### config.mk
export PLATFORM = sky130hd
export DESIGN_NAME = irq_merge_ctrl
export DESIGN_NICKNAME = d
export VERILOG_FILES = /design/src/rtl/irq_merge_ctrl.sv
export SDC_FILE = /design/constraint.sdc
export NUM_CORES = 1
export LEC_CHECK = 0
export BUFFER_PORTS_ARGS = -buffer_cell sky130_fd_sc_hd__buf_2
export CAP_MARGIN = 20
export CORE_MARGIN = 2
export CORE_UTILIZATION = 51
export DETAILED_ROUTE_END_ITERATION = 16
export PLACE_DENSITY = 0.89
export SLEW_MARGIN = 20
export SYNTH_ARGS = -nofsm -noshare
export SYNTH_HDL_FRONTEND = slang
export SYNTH_SLANG_ARGS = --single-unit
### constraint.sdc
create_clock -name clk -period 3 [get_ports clk]
set_clock_uncertainty 0.05 [all_clocks]
set_input_delay 0.75 -clock clk [delete_from_list [all_inputs] [get_ports clk]]
set_output_delay 0.75 -clock clk [all_outputs]
set_load 0.01 [all_outputs]
### src/rtl/irq_merge_ctrl.sv
module irq_merge_ctrl #(
  parameter int          NUM_IN  = 8,
  parameter logic [31:0] VERSION = 32'h0230_5A17
) (
  input  logic              clk,
  input  logic              rst_n,
  input  logic [NUM_IN-1:0] irq_req,
  input  logic              reg_wr,
  input  logic [3:0]        reg_addr,
  input  logic [31:0]       reg_wdata,
  output logic [31:0]       reg_rdata,
  output logic              irq_out
);

  localparam logic [3:0] A_POL = 4'd0, A_TYPE = 4'd1, A_EN = 4'd2, A_SET = 4'd3,
                         A_CLR = 4'd4, A_ACK = 4'd5, A_RAW = 4'd6, A_ACT = 4'd7,
                         A_OPT = 4'd8, A_VER = 4'd9;

  logic [NUM_IN-1:0] pol_q, type_q, en_q, pend_q, prev_q;
  logic [NUM_IN-1:0] wdat, edge_hit, level_on, raw, ack_m, rd_vec;
  logic              wr_pol, wr_type, wr_en, wr_set, wr_clr, wr_ack, rd_small;

  assign wdat    = reg_wdata[NUM_IN-1:0];
  assign wr_pol  = reg_wr && reg_addr == A_POL;
  assign wr_type = reg_wr && reg_addr == A_TYPE;
  assign wr_en   = reg_wr && reg_addr == A_EN;
  assign wr_set  = reg_wr && reg_addr == A_SET;
  assign wr_clr  = reg_wr && reg_addr == A_CLR;
  assign wr_ack  = reg_wr && reg_addr == A_ACK;
  assign ack_m   = wr_ack ? wdat : '0;

  assign edge_hit = type_q & ((~pol_q & irq_req & ~prev_q) | (pol_q & ~irq_req & prev_q));
  assign level_on = ~type_q & (irq_req ^ pol_q);
  assign raw      = (pend_q & type_q) | level_on;
  assign irq_out  = |(raw & en_q);

  always_ff @(posedge clk or negedge rst_n) begin
    if (!rst_n) begin
      pol_q  <= '0;
      type_q <= '0;
      en_q   <= '0;
      pend_q <= '0;
      prev_q <= '0;
    end else begin
      prev_q <= irq_req;
      if (wr_pol)  pol_q  <= wdat;
      if (wr_type) type_q <= wdat;
      if (wr_en)       en_q <= wdat;
      else if (wr_set) en_q <= en_q | wdat;
      else if (wr_clr) en_q <= en_q & ~wdat;
      pend_q <= ((pend_q & ~ack_m) | edge_hit) & type_q;
    end
  end

  always_comb begin
    rd_small = 1'b1;
    unique case (reg_addr)
      A_POL:         rd_vec = pol_q;
      A_TYPE:        rd_vec = type_q;
      A_EN, A_SET,
      A_CLR:         rd_vec = en_q;
      A_RAW:         rd_vec = raw;
      A_ACT:         rd_vec = raw & en_q;
      default: begin rd_vec = '0; rd_small = (reg_addr == A_ACK); end
    endcase
    reg_rdata = '0;
    reg_rdata[NUM_IN-1:0] = rd_vec;
    if (!rd_small) begin
      if (reg_addr == A_OPT)      reg_rdata = {26'd0, 6'(NUM_IN)};
      else if (reg_addr == A_VER) reg_rdata = VERSION;
    end
  end

  AST_ACK_CLEARS: assert property (@(posedge clk) disable iff (!rst_n)
    wr_ack |=> (pend_q & $past(wdat & ~edge_hit)) == '0);

  AST_EDGE_WINS: assert property (@(posedge clk) disable iff (!rst_n)
    (|edge_hit) |=> (pend_q & $past(edge_hit)) == $past(edge_hit));

  AST_EN_SET: assert property (@(posedge clk) disable iff (!rst_n)
    wr_set |=> (en_q & $past(wdat)) == $past(wdat));

  AST_EN_CLR: assert property (@(posedge clk) disable iff (!rst_n)
    wr_clr |=> (en_q & $past(wdat)) == '0);

  AST_QUIET_WHEN_MASKED: assert property (@(posedge clk) disable iff (!rst_n)
    en_q == '0 |-> !irq_out);

  AST_PEND_NEEDS_EDGE: assert property (@(posedge clk) disable iff (!rst_n)
    (|edge_hit) == 1'b0 |=> (pend_q & ~$past(pend_q)) == '0);

  generate
    if (NUM_IN < 32) begin : g_hi
      AST_HIGH_ZERO: assert property (@(posedge clk) disable iff (!rst_n)
        reg_addr < A_OPT |-> reg_rdata[31:NUM_IN] == '0);
    end
  endgenerate

endmodule

* Yosys cells after proc, flatten, opt, wreduce, memory -nomap -nowiden *
Index checks and enable logic that the tools add are counted.

word-level totals
  bits of input ports = 47
  bits in writable memories = 0
  output and inout bits = 33
  memories = 0
  logic and storage cells = 56
  register bits after elaboration = 40
  latch bits = 0
  bits in read-only memories = 0

operators by class
  multipliers = 0
  div/mod/pow operators = 0
  reductions and logical operators = 11
  mux-type cells = 9
  equality and inequality tests = 9
  order comparisons = 0
  add/subtract/negate cells = 0
  shift operators = 0
  bitwise logic cells = 22

operator list
  operator                                             number
  bitwise AND 8 bit                                    11
  two-way mux 26 bit                                   3
  NOT 8 bit                                            6
  case mux 8 bit (5 select lines)                      1
  two-way mux 8 bit                                    4
  OR 8 bit                                             4
  equality test 4 x 3 -> 1 bit, second input constant  4
  equality test 4 x 2 -> 1 bit, second input constant  2
  equality test 4 bit, second input constant           2
  OR reduction 8 bit                                   1
  bitwise XOR 8 bit                                    1
  OR reduction 7 bit                                   1
  logical AND 1 bit                                    6
  equality test 4 x 1 -> 1 bit, second input constant  1
  logical NOT 4 bit                                    1
  nonzero test 3 bit                                   1
  OR reduction 3 bit                                   1
  two-way mux 1 bit                                    1

* Longest topological paths before layout *
Gate-level depths: netlist of run 1.

  word-level depth = 8
  depth in mapped cells = 6
  gate-level depth less buffers = 6

* Worst setup path before layout of run 1 *
OpenSTA, ideal clock, no wires.

  path type = input -> output
  start = in irq_req[7]
  end = out irq_out
  buffers on the path = 0
  setup slack = 0.205 ns
  data required time = 2.200 ns
  cell stages on the path = 6
  arrival = 1.995 ns
  cell sequence = inv_1 ha_1 nor2_2 a21oi_2 a2bb2o_4 or4_1

on the way
  cells in the longest elaborated chain, start to end = 5

RTL lines
  what                line  RTL
  from (decl)         7     input logic [NUM_IN-1:0] irq_req,
  bitwise XOR 8 bit   33    assign level_on = ~type_q & (irq_req ^ pol_q);
  bitwise AND 8 bit   33
  OR 8 bit            34    assign raw = (pend_q & type_q) | level_on;
  bitwise AND 8 bit   35    assign irq_out = |(raw & en_q);
  OR reduction 8 bit  35
  to (decl)           12    output logic irq_out

Every way passes these cells.

* Worst setup path in the final report of run 1 *
  start = in irq_req[6]
  end = out irq_out

Same word-level chain as after synthesis.

==> results.yml, run 1 <==
synthesis:
  synth_fa_ha_area_share_pct: 7.91
  syn_inst: 289
  yosys.area_share.simple_pct: 11.4
  yosysUniqueCellTypes: 36
  synth-xor-area-share_pct: 0
  synth_compound_area_share_pct: 20.5
  netlist_area_um2: 2530
  ys.warnings.count: 0
  synth_seq_cells: 40
  syn_avg_cell_area_um2: 8.76
  synth_mux_area_share_pct: 6.72
  ys_seq_area_share_pct: 39.5
  synth_top_family_by_area: "compound AO/OA/AOI/OAI gates"
global_route:
  grt_use_met1_pct: 28.0
  grt_max_degree: 41
  grt.met3_usage_pct: 5.42
  top_usage_layer: "met2"
  antenna_found_initial: 0
  grt_pass1_vias: 2018
  grt_usage_pct: 21.8
  grt_pass1_wl_mm: 9.14
  grt.overflow.total: 0
  grt_util_met2_pct: 36.8
sta:
  max_freq_ghz: 0.336
  worst_pin_slew_ps: 924
  grt_setup_unrepaired: "false"
  hold_viol: 0
  fin_crit_sh_pct: 99.2
  hold_ws_ps: 490
  slew_headroom_pct: 38.4
  min_period_ps: 2980
  drv_slew: 0
  finalSetupViolCount: 0
layout:
  stdcell_area_um2: 2920
  final_common_cell: "dfrtp_1"
  insertedDiodeCount: 0
  nNetsFinal: 396
  final_util_pct: 61.4
  instances_no_fill: 401
  area_delta_synth_final_pct: 15.3
  drive_gt1_share_pct: 21.9
  layout_common_cells: "dfrtp_1, nand2_1, inv_1, buf_2, o21ai_0"
floorplanning:
  rows: 25
  io_pins: 80
  fp.dieW_um: 74.5
  die_y_um: 74.5
  coreArea_um2: 4750
  initial_core_util_pct: 53.2
  die_area_um2: 5540
clock_tree:
  cts_tree: "yes"
  path_clk_slew_ps: 70
  ctsHoldBuffers: 0
  root_buffer: "clkbuf_8"
  cts_buffers: 5
  h-tree-depth: 2
  clock_latency_ps: 300
  numClockSinks: 40
  cts_max_path_buffers: 2
placed_design:
  routabilityCongestion: 0.852
  portBuffers: 38
  dpl.hpwl_mm: 4.23
  placed_cells: 389
  placed_area_um2: 2730
routing:
  drtAntennaViolNets: 0
  wl_per_cell_um: 14.6
  drc: 0
  first_pass_iters: 4
  routed_wirelength_mm: 5.87
  vias: 2136
  drtIter0Drc: 214
  avgViaCountPerCell: 5.33
power:
  power.density_nw_per_um2: 539
  p_leak_nw: 1.55
  vdd_drop_max_mv: 0.327
critical_path:
  r2r_start: "pol_q[4]$_DFFE_PN0P_"
  endpoint_kind: "output pin"
  path_max_fanout: 2
  crit_type: "input pin to output pin"
  cp.arrival_ps: 2180
  crit_required_ps: 2200
  crit_start: "irq_req[6]"
  start_kind: "input pin"
hold_path:
  hp-class: "flip-flop to flip-flop"
  hp-start: "pol_q[3]$_DFFE_PN0P_"
job:
  drv_cap: 0
outcome:
  outcome: "complete, no violations"
cell type report:
| type | count | area (um^2) |
|---|---|---|
| tap | 67 | 83.8 |
| fill | 427 | 1840 |
| timing repair buffer | 52 | 308 |
| inverter | 38 | 143 |
| clock buffer | 8 | 90.1 |
| sequential | 40 | 1000 |
| multi-input combinational | 196 | 1290 |
critical path: stages:
cell and delay, ps:
buf_2 90, inv_1 40, ha_1 270, inv_1 50, mux2i_2 180, o32ai_1 120, or4_4 550, buf_6 140
through the flow:
step	TNS, ps	worst slack, ps	total power [mW]
floorplan	0	205	0.989
global placement	-58.2	-58.2	1.10
detailed placement	-75.0	-75.0	1.13
CTS	0	1.48	1.54
global route	0	3.14	1.66
finish	0	24.9	1.57
synthesized netlist by cell type, drive strengths merged:
| master | n | area, um^2 |
|---|---|---|
| nor2 | 6 | 25.0 |
| and3b | 1 | 8.76 |
| a21o | 4 | 30.0 |
| a211o | 3 | 26.3 |
| nor3b | 2 | 20.0 |
| o21a | 1 | 7.51 |
| buf | 27 | 191 |
| o21ai | 34 | 170 |
| nand3b | 2 | 15.0 |
| a21oi | 16 | 87.6 |
| a2bb2o | 1 | 20.0 |
| ha | 16 | 200 |
| nor3 | 2 | 10.0 |
| o22ai | 15 | 93.8 |
| inv | 38 | 143 |
| o32ai | 1 | 8.76 |
| clkbuf | 4 | 15.0 |
| conb | 1 | 3.75 |
| nand4bb | 1 | 11.3 |
| or4 | 1 | 7.51 |
| dfrtp | 40 | 1000 |
| a31oi | 1 | 6.26 |
| o21bai | 1 | 7.51 |
| and2b | 1 | 7.51 |
| nand2 | 38 | 143 |
| mux2i | 17 | 170 |
| a21boi | 8 | 60.1 |
| or2 | 1 | 6.26 |
| nand3 | 2 | 10.0 |
| nor2b | 3 | 18.8 |
| or3 | 1 | 6.26 |
routing by layer:
| layer | share of wire [%] | up-vias |
|---|---|---|
| met5 | 0 | - |
| met2 | 51 | 78 |
| met1 | 42 | 1029 |
| li1 | - | 1020 |
| met4 | 1.2 | 0 |
| met3 | 6.6 | 9 |
kinds of logic after synthesis:
logic type,after synthesis
buf+inv,69
other cells,1
compound gates,85
mux,17
fa+ha+maj,16
simple gates,61
flops,40
what timing repair did:
item | CTS | global route
setup endpoints to repair | 1 | 1
pin swaps | 4 | 5
buffers inserted | 1 | 3
gates resized for setup | 8 | 5
report_power, final:
part           internal, mW  switching, mW  total [mW]
Clock                 0.188          0.188       0.375
Sequential            0.623         0.0915       0.714
Combinational         0.243          0.241       0.484
worst paths after layout:
kind	endpoint	slack (ps)	depth (start not counted)
setup / recovery	irq_out	20	8
hold / removal	pol_q[3]$_DFFE_PN0P_	490	2
setup reg to reg	pend_q[4]$_DFF_PN0_	1920	4
hold reg to reg	pol_q[3]$_DFFE_PN0P_	490	2
max in group asynchronous	pol_q[5]$_DFFE_PN0P_	1790	1
min in group asynchronous	prev_q[4]$_DFF_PN0_	540	1
Power figures use the tool's default switching activity.
==> inputs of run 2 (changes only) <==
--- a/config.mk
+++ b/config.mk
@@ -5,12 +5,13 @@
 export SDC_FILE = /design/constraint.sdc
 export NUM_CORES = 1
 export LEC_CHECK = 0
+export ABC_AREA = 1
 export BUFFER_PORTS_ARGS = -buffer_cell sky130_fd_sc_hd__buf_2
 export CAP_MARGIN = 20
 export CORE_MARGIN = 2
-export CORE_UTILIZATION = 51
+export CORE_UTILIZATION = 52
 export DETAILED_ROUTE_END_ITERATION = 16
-export PLACE_DENSITY = 0.89
+export PLACE_DENSITY = 0.9
 export SLEW_MARGIN = 20
 export SYNTH_ARGS = -nofsm -noshare
 export SYNTH_HDL_FRONTEND = slang
==> run 2 against run 1 <==
Critical endpoint is now reg_rdata[3]. Die area is 2.9% higher. Clock power is 2% lower. Global-route usage is 0.40 points higher. Count of clock-buffer cells in the layout stayed put. First-iteration DRC count is 6.5% lower.
==> results.yml, run 2 <==
layout:
  final_common_cell: "nand2_1"
  fillers: 491
  area_delta_synth_final_pct: 8.75
  drive_gt1_share_pct: 17.9
  nNetsFinal: 447
  insertedDiodeCount: 0
  multi_input_area_um2: 1320
  layout_common_cells: "nand2_1, inv_1, dfrtp_1"
  seqCellArea_um2: 1000
  stdcell_area_um2: 2890
power:
  power_frac_seq_pct: 49.2
  vdd_drop_max_mv: 0.338
  p_int_uw: 961
  p_sw_uw: 491
  finalPower_mw: 1.45
  clockPowerShare_pct: 25.3
  swShare_pct: 33.8
  p_leak_nw: 1.59
  combPwrFrac_pct: 25.5
  power.density_nw_per_um2: 502
placed_design:
  dpl.hpwl_mm: 4.18
  pre_cts_ws_ps: 279
  portBuffers: 38
  routabilityCongestion: 0.862
  placed_area_um2: 2800
clock_tree:
  path_clk_slew_ps: 70
  ctsHoldBuffers: 0
  numClockSinks: 40
  clock_latency_ps: 300
  cts_resized: 0
  cts_buffers: 5
  h-tree-depth: 2
  cts_tree: "yes"
  cts_max_path_buffers: 2
  root_buffer: "clkbuf_8"
  cts_setup_buffers: 0
global_route:
  grt_usage_pct: 22.2
  grt_pass1_vias: 2071
  grt_max_degree: 41
  antenna_found_initial: 0
  grt.overflow.total: 0
  grt_pass1_wl_mm: 9.32
synthesis:
  synth_edf_count: 0
  yosysMostFrequentCell: "nand2_1"
  syn_avg_cell_area_um2: 7.62
  synthArstFlopShare_pct: 100
  yosysUniqueCellTypes: 25
  synth_seq_cells: 40
  synth_top_area_share_pct: 37.6
  ys_seq_area_share_pct: 37.6
  synth_area_leaders: "dfrtp_1, nand2_1, ha_1"
  syn_inst: 349
  ys.warnings.count: 0
  synth_flop_cell: "dfrtp_1"
  yosysTopAreaCell: "dfrtp_1"
  yosys-top-cells-count: "nand2_1, dfrtp_1, inv_1, nand3_1, buf_4"
  netlist_area_um2: 2660
critical_path:
  slowest_delay_ps: 330
  path_max_fanout: 3
  cpLargestDelayFamily: "compound AO/OA/AOI/OAI gates"
  endpoint_kind: "output pin"
  crit_required_ps: 2200
  crit_buf_inv: 4
  crit_slowest_cell: "o21ai_0"
  cp_cell_sequence: "buf_2 > inv_1 > ha_1 > o21ai_0 > nand3_1 > nand2_1 > inv_1 > nand3_1 > buf_2"
  cp.arrival_ps: 1930
  start_kind: "input pin"
  crit_type: "input pin to output pin"
routing:
  drtIter0Drc: 200
  routed_wirelength_mm: 5.70
  drc: 0
  vias: 2322
  wl_per_cell_um: 12.5
  drtAntennaViolNets: 0
  avgViaCountPerCell: 5.10
  first_pass_iters: 5
sta:
  min_period_ps: 2730
  worst_pin_slew_ps: 910
  fin_ws_ps: 268
  grt_setup_unrepaired: "false"
  setup-tns-final_ps: 0
  max_freq_ghz: 0.366
  drv_slew: 0
  finalSetupViolCount: 0
  fin_crit_sh_pct: 91.1
  hold_ws_ps: 451
  slew_headroom_pct: 39.3
  hold_viol: 0
outcome:
  outcome: "complete, no violations"
floorplanning:
  rows: 26
  die_area_um2: 5700
  fp.dieW_um: 75.5
  initial_core_util_pct: 53.1
  coreArea_um2: 5010
  die_y_um: 75.5
  io_pins: 80
hold_path:
  hp-class: "flip-flop to flip-flop"
job:
  drv_cap: 0
[run 2: changes by cell type after synthesis, moves of 5 or more]
| cell | change |
|---|---|
| a21boi_0 | -8 |
| a21oi_1 | -12 |
| mux2i_1 | -14 |
| nand2_1 | +61 |
| nand3_1 | +25 |
| nand4_1 | +13 |
| nor2_1 | +17 |
| o211ai_1 | +5 |
| o21ai_0 | -23 |
| o21ai_1 | +13 |
| o21ai_2 | +8 |
| o22ai_1 | -15 |
[run 2: power groups by stage]
stage | logic (mW) | clock network [mW] | registers (mW)
2_1_floorplan | 0.280 | 0 | 0.701
3_3_place_gp | 0.354 | 0 | 0.717
3_5_place_dp | 0.370 | 0 | 0.722
4_1_cts | 0.371 | 0.381 | 0.712
5_1_grt | 0.426 | 0.401 | 0.728
6_report | 0.370 | 0.368 | 0.714
[run 2: worst register-to-register path: stages (launching register included)]
cell	delay, ps
dfrtp_1	400
inv_1	60
ha_1	170
o21a_1	180
o21ai_0	70
o21ai_1	90
[run 2: final timing paths]
| path | from | endpoint | slack [ps] | cells past startpoint |
|---|---|---|---|---|
| min in group asynchronous | rst_n | pol_q[6]$_DFFE_PN0P_ | 530 | 1 |
| worst min register to register | flip-flop | flip-flop | 450 | 2 |
| worst max register to register | pol_q[5]$_DFFE_PN0P_ | pend_q[5]$_DFF_PN0_ | 1850 | 5 |
| worst max-delay path | irq_req[3] | reg_rdata[3] | 270 | 9 |
| max in group asynchronous | rst_n | type_q[2]$_DFFE_PN0P_ | 1800 | 1 |
| worst min-delay path | flip-flop | flip-flop | 450 | 2 |
[run 2: kinds of logic after synthesis]
family / count (synthesis) / share of synthesized area [%]
DFF: 40 / 37.6
muxes: 3 / 1.13
and+or+nand+nor: 170 / 28.1
buffers and inverters: 74 / 14.8
other: 1 / 0.141
AOI/OAI and AO/OA: 45 / 10.6
adders and majority gates: 16 / 7.53
[run 2: layout make-up]
class                   instances  share of cell area, %
well taps                      70                   3.03
inverters                      43                   5.58
repair buffers                 43                   7.88
multi-input cells             251                   45.8
flip-flops and latches         40                   34.6
clock buffers                   8                   3.12
[run 2: per-layer routing]
metal  share of wire (%)  track usage, %  up-vias
met5                   0               0        -
met2                  48            35.4       93
met1                  42            29.5     1071
met4                 1.3            9.36        0
met3                 9.0            4.76        7
li1                    -               -     1151
[run 2: stage by stage]
step	instances	utilization, %
6_report	455	57.7
5_1_grt	455	57.7
3_5_place_dp	447	55.9
3_3_place_gp	447	55.9
4_1_cts	455	57.7
2_1_floorplan	365	-
